[src/rtl/mesi_snoop_ctl.sv]
module mesi_snoop_ctl #(
  parameter int IDX_W = 3,
  parameter int TAG_W = 4,
  localparam int ADDR_W = IDX_W + TAG_W,
  localparam int LINES = 1 << IDX_W
) (
  input  logic              clk,
  input  logic              rst_n,
  input  logic              cpu_req,
  input  logic              cpu_we,
  input  logic [ADDR_W-1:0] cpu_addr,
  output logic              cpu_hit,
  output logic              cpu_stall,
  output logic              bus_req,
  output logic [1:0]        bus_cmd,
  output logic [ADDR_W-1:0] bus_addr,
  input  logic              bus_gnt,
  input  logic              shared_in,
  input  logic              snp_valid,
  input  logic [1:0]        snp_cmd,
  input  logic [ADDR_W-1:0] snp_addr,
  output logic              shared_out,
  output logic              flush_req
);
  localparam logic [1:0] C_NONE = 2'd0, C_RD = 2'd1, C_RDX = 2'd2, C_WB = 2'd3;
  localparam logic [1:0] S_I = 2'd0, S_S = 2'd1, S_E = 2'd2, S_M = 2'd3;

  logic [1:0]       st [LINES];
  logic [TAG_W-1:0] tg [LINES];

  logic [IDX_W-1:0] idx, s_idx;
  logic [TAG_W-1:0] tag, s_tag;
  logic [1:0] line_st, s_st;
  logic tag_eq, present, local_ok, conflict, need_wb, snp_hit, granted;

  assign idx   = cpu_addr[IDX_W-1:0];
  assign tag   = cpu_addr[ADDR_W-1:IDX_W];
  assign s_idx = snp_addr[IDX_W-1:0];
  assign s_tag = snp_addr[ADDR_W-1:IDX_W];

  assign line_st  = st[idx];
  assign tag_eq   = tg[idx] == tag;
  assign present  = (line_st != S_I) && tag_eq;
  assign local_ok = present && (!cpu_we || line_st == S_M || line_st == S_E);
  assign conflict = snp_valid && (s_idx == idx);
  assign need_wb  = (line_st == S_M) && !tag_eq;

  assign cpu_hit   = cpu_req && local_ok && !conflict;
  assign cpu_stall = cpu_req && !cpu_hit;
  assign bus_req   = cpu_req && !local_ok && !conflict;
  assign bus_cmd   = !bus_req ? C_NONE : need_wb ? C_WB : cpu_we ? C_RDX : C_RD;
  assign bus_addr  = need_wb ? {tg[idx], idx} : cpu_addr;
  assign granted   = bus_req && bus_gnt;

  assign s_st       = st[s_idx];
  assign snp_hit    = snp_valid && (s_st != S_I) && (tg[s_idx] == s_tag);
  assign shared_out = snp_hit && (snp_cmd == C_RD);
  assign flush_req  = snp_hit && (s_st == S_M) && (snp_cmd == C_RD || snp_cmd == C_RDX);

  always_ff @(posedge clk) begin
    if (!rst_n) begin
      for (int i = 0; i < LINES; i++) begin
        st[i] <= S_I;
        tg[i] <= '0;
      end
    end else begin
      if (snp_hit && snp_cmd == C_RD)  st[s_idx] <= S_S;
      if (snp_hit && snp_cmd == C_RDX) st[s_idx] <= S_I;
      if (cpu_hit && cpu_we && line_st == S_E) st[idx] <= S_M;
      if (granted) begin
        case (bus_cmd)
          C_WB:  st[idx] <= S_I;
          C_RD:  begin st[idx] <= shared_in ? S_S : S_E; tg[idx] <= tag; end
          C_RDX: begin st[idx] <= S_M; tg[idx] <= tag; end
          default: ;
        endcase
      end
    end
  end


  fill_state_chk: assert property (@(posedge clk) disable iff (!rst_n)
    (granted && bus_cmd == C_RD) |=> (st[$past(idx)] == S_S || st[$past(idx)] == S_E));


  write_hit_chk: assert property (@(posedge clk) disable iff (!rst_n)
    (cpu_hit && cpu_we) |=> (st[$past(idx)] == S_M));


  snoop_inv_chk: assert property (@(posedge clk) disable iff (!rst_n)
    (snp_hit && snp_cmd == C_RDX) |=> (st[$past(s_idx)] == S_I));


  wb_empty_chk: assert property (@(posedge clk) disable iff (!rst_n)
    (granted && bus_cmd == C_WB) |=> (st[$past(idx)] == S_I));


  flush_clean_chk: assert property (@(posedge clk) disable iff (!rst_n)
    flush_req |=> (st[$past(s_idx)] != S_M));
endmodule

[config.mk]
export PLATFORM = sky130hd
export DESIGN_NAME = mesi_snoop_ctl
export DESIGN_NICKNAME = d
export VERILOG_FILES = /design/src/rtl/mesi_snoop_ctl.sv
export SDC_FILE = /design/constraint.sdc
export NUM_CORES = 1
export LEC_CHECK = 0
export ABC_AREA = 0
export BUFFER_PORTS_ARGS = -buffer_cell sky130_fd_sc_hd__buf_4
export CAP_MARGIN = 30
export CORE_UTILIZATION = 25
export CTS_CLUSTER_DIAMETER = 40
export DETAILED_ROUTE_END_ITERATION = 16
export PLACE_DENSITY = 0.5
export SYNTH_ARGS = -nofsm -noshare
export SYNTH_HDL_FRONTEND = slang
export SYNTH_SLANG_ARGS = --single-unit
[constraint.sdc]
create_clock -name clk -period 2.8 [get_ports clk]
set_input_delay 0.42 -clock clk [delete_from_list [all_inputs] [get_ports clk]]
set_output_delay 0.42 -clock clk [all_outputs]
set_load 0.02 [all_outputs]
==> key figures <==
Synth
  – Simple-gate share of the synthesized area: 22.3%
  – Main combinational cell family by area after synthesis: simple AND/OR/NAND/NOR gates
  – Compound-Gate Fraction of Synth Area: 14.2%
  – Cell area after synthesis: 3430 µm²
  – Seq/Total Area, Yosys: 42.0%
  – Adder-cell share of the synthesized area: 0.730%
  – Post-synth EDFFs: 48
  – Synth Area per Inst: 10.2 µm²
  – Seq cells post-synth: 48
  – Post-synthesis mux area share: 11.7%
  – Synth Area in XOR/XNOR: 2.52%
  – Synth async-reset ratio: 0%
  – Post-synth top flop: edfxtp_1
  – Post-Syn Instances: 337
  – Synthesis Warnings: 0
  – Post-synth cell types: 59
  – Syn nets: 362

Worst setup path
  – Crit path kind: flop to primary output
  – Crit path max fanout: 4
  – Critical path's top delay family: multiplexers
  – WP data required: 2380 ps
  – Arr. time, crit path: 2430 ps
  – R2R Setup Slk: 80 ps
  – RR Startpoint: tg[7][3]$_SDFFCE_PN0P_
  – Bufs and invs on worst path: 3
  – Worst path cell trace: mux2i_1, mux4_2, xnor2_2, nor3_2, buf_4, a211oi_4, buf_4, nor2_1, a21oi_1, buf_4
  – CP startpoint kind: flop
  – Most used cell, CP: buf_4
  – FF-to-FF path depth: 11
  – Slowest CP cell: mux4_2
  – Worst r2r dst: tg[1][2]$_SDFFCE_PN0P_
  – Crit. End Element: primary output
  – Worst path max stage delay: 520 ps

Timing
  – Final Hold Violating Endpoints: 0
  – Slew Limit Headroom: 60.8%
  – Fin crit period: 2850 ps
  – Worst clock skew: 3.49 ps
  – Slew Limit Fails: 0
  – RSZ-0062 raised after global routing: yes
  – Setup TNS: -168 ps
  – Tcrit/Tclk final: 102%
  – Worst-margin pin slew: 584 ps
  – Achievable Freq: 0.351 GHz
  – Final worst slack: -53.0 ps
  – Hold Slack: 571 ps
  – Setup violators final: 4

Global routing
  – First-pass GRT wire length: 16700 µm
  – Largest net degree at the start of global routing: 28
  – Vias in the first global route: 2935
  – Total grt overflow: 0
  – GRT Total Usage: 15.6%
  – Initial antenna violation count: 0

Power and ir drop
  – Seq pwr share: 41.2%
  – Cell Pwr Density: 432 nW/µm²
  – Pint: 0.00149 W
  – Peak supply drop: 259 µV
  – Sw Pwr: 0.000563 W
  – Comb pwr share: 24.7%
  – Switching share of total power: 27.4%
  – Lkg Pwr: 1.96 nW
  – Clk network pwr share: 34.1%

Hold path
  – Hold path start: cpu_addr[5]
  – Hold Path Cell Cnt: 2
  – Hold crit path type: input pin to flop
  – Worst Hold End: tg[6][2]$_SDFFCE_PN0P_

Die
  – Initial core utilization: 25.8%
  – Die X: 119 µm
  – Die area: 14200 µm²
  – Core area: 13300 µm²
  – I/O Pins: 37
  – Die H: 119 µm
  – Std-Cell Rows: 42

Cells and area
  – Register area: 1440 µm²
  – Layout cells sized above 1: 42.2%
  – Antenna Cells: 0
  – Post-layout nets: 448
  – Multi-input logic area: 1970 µm²
  – Non-Filler Instances: 600
  – Commonest cells after routing, fill and taps aside: buf_4 (99), edfxtp_1 (48), and3_1 (28)
  – Fillers: 1302
  – Syn-to-layout area delta: 38.8%
  – Commonest non-fill, non-tap cell in the layout: buf_4

Place
  – DP Wirelength: 8220 µm
  – Port bufs: 36
  – GP Congestion: 0.870
  – Placed insts: 577

Flow run
  – Number of max-cap violations: 0

Route
  – WL/cell: 18.3 µm
  – Via count: 3040
  – Via/cell ratio: 5.07
  – Drt first pass iters: 5
  – DRT Wirelength: 11000 µm
  – Post-route ant nets: 0
  – Initial drt markers: 207
  – Post-route DRC: 0

CTS
  – Worst skew pair latency: 290 ps
  – Hold Buf Count CTS: 0
  – CTS tree: done
  – H-tree depth: 2
  – Clk buf depth: 2
  – Worst-path clk slew: 70 ps
  – CTS root buffer: clkbuf_16
  – CTS Sinks: 48
  – CTS Buf Count: 5

Run status
  – Failing checks: setup timing
  – Status: complete, but fails checks
-- flip-flops by register name, indices dropped and copies added, names as in the netlist --
| register | count |
|---|---|
| st | 16 |
| tg | 32 |
-- power by group through the flow --
stage / registers [W] / logic, W / clock network, W
2_1_floorplan: 0.000847 / 0.000261 / 0
3_3_place_gp: 0.000861 / 0.000443 / 0
3_5_place_dp: 0.000861 / 0.000446 / 0
4_1_cts: 0.000845 / 0.000473 / 0.000704
5_1_grt: 0.000849 / 0.000550 / 0.000729
6_report: 0.000847 / 0.000509 / 0.000701
-- through the flow --
stage	utilization [%]	setup slack, ps	power, W	instance area [µm²]
6_report	35.8	-53.0	0.00206	4760
2_1_floorplan	-	-48.7	0.00111	3440
3_5_place_dp	31.9	-252	0.00131	4240
5_1_grt	35.8	-208	0.00213	4760
4_1_cts	34.0	-26.2	0.00202	4520
3_3_place_gp	31.9	-248	0.00130	4240
-- layer usage --
metal / part of all wire (%) / routed length (µm) / track usage, %
met3: 4.6 / 505 / 1.96
met1: 45 / 4900 / 20.4
met2: 49 / 5350 / 26.5
met5: 0 / 0 / 0
met4: 1.9 / 203 / 5.46
-- area by class of cell --
cell class / count / share of cell area (%)
Timing Repair Buffer: 110 / 19.1
Sequential cell: 48 / 30.3
Clock inverter: 3 / 0.999
Multi-Input combinational cell: 245 / 41.3
Tap cell: 176 / 4.63
Inverter: 13 / 1.03
Clock buffer: 5 / 2.63
-- cell usage after synthesis (2+ instances only) --
cell | number | area share, %
edfxtp_1 | 48 | 42
and3_1 | 34 | 6.2
nand2_1 | 30 | 3.3
mux2i_1 | 21 | 6.1
nor2_1 | 18 | 2.0
inv_1 | 13 | 1.4
buf_2 | 12 | 1.8
o22ai_1 | 11 | 2.0
clkbuf_1 | 9 | 0.99
mux2_2 | 9 | 3.0
o221ai_1 | 9 | 2.3
and2_1 | 8 | 1.5
nand3b_1 | 8 | 1.8
a221oi_1 | 7 | 1.8
buf_4 | 7 | 1.5
nand2b_1 | 7 | 1.3
nor3_1 | 7 | 1.0
o21ai_0 | 7 | 1.0
xnor2_1 | 7 | 1.8
nand3_1 | 6 | 0.88
nor2b_1 | 6 | 1.1
a21oi_1 | 4 | 0.58
mux4_2 | 4 | 2.6
or3_1 | 3 | 0.55
a21boi_0 | 2 | 0.44
a41oi_1 | 2 | 0.51
buf_6 | 2 | 0.66
ha_1 | 2 | 0.73
nand4_1 | 2 | 0.36
o211a_1 | 2 | 0.58
o32ai_1 | 2 | 0.51
-- cell families (layout without fill, tap and decap cells) --
group                      Yosys count  in the layout
AOI/OAI and AO/OA                   61             61
xor gates and xnor gates             9              9
adders and majority gates            2              2
buffers and inverters               44            131
DFF                                 48             48
muxes                               34             34
and+or+nand+nor                    139            139
-- worst register-to-register path: stages (launching register included) --
cell and delay (ps):
edfxtp_1 390, mux2i_1 100, mux4_2 540, xnor2_2 170, a21oi_2 220, nand3_2 160
buf_6 150, buf_4 130, nor3b_4 160, buf_6 130, clkbuf_16 160, and3_1 180
-- worst max-delay path by stage --
stage / slack (ps) / cells after the start / endpoint / start
2_1_floorplan: -50 / 10 / bus_cmd[0] / cpu_addr[2]
5_1_grt: -210 / 10 / bus_addr[6] / tg[3][0]$_SDFFCE_PN0P_
3_3_place_gp: -250 / 11 / st[7][1]$_SDFFCE_PN0P_ / snp_addr[2]
4_1_cts: -30 / 10 / bus_addr[4] / tg[3][0]$_SDFFCE_PN0P_
6_report: -50 / 10 / bus_addr[4] / tg[4][0]$_SDFFCE_PN0P_
3_5_place_dp: -250 / 11 / st[4][0]$_DFFE_PP_ / snp_addr[2]
-- repair_timing --
| action | CTS | global route |
|---|---|---|
| endpoints found under the setup margin | 11 | 56 |
| cloned | 0 | 1 |
| setup buffers | 8 | 6 |
| gates resized for setup | 13 | 36 |
| pin swaps | 4 | 8 |
Power figures use the tool's default switching activity.
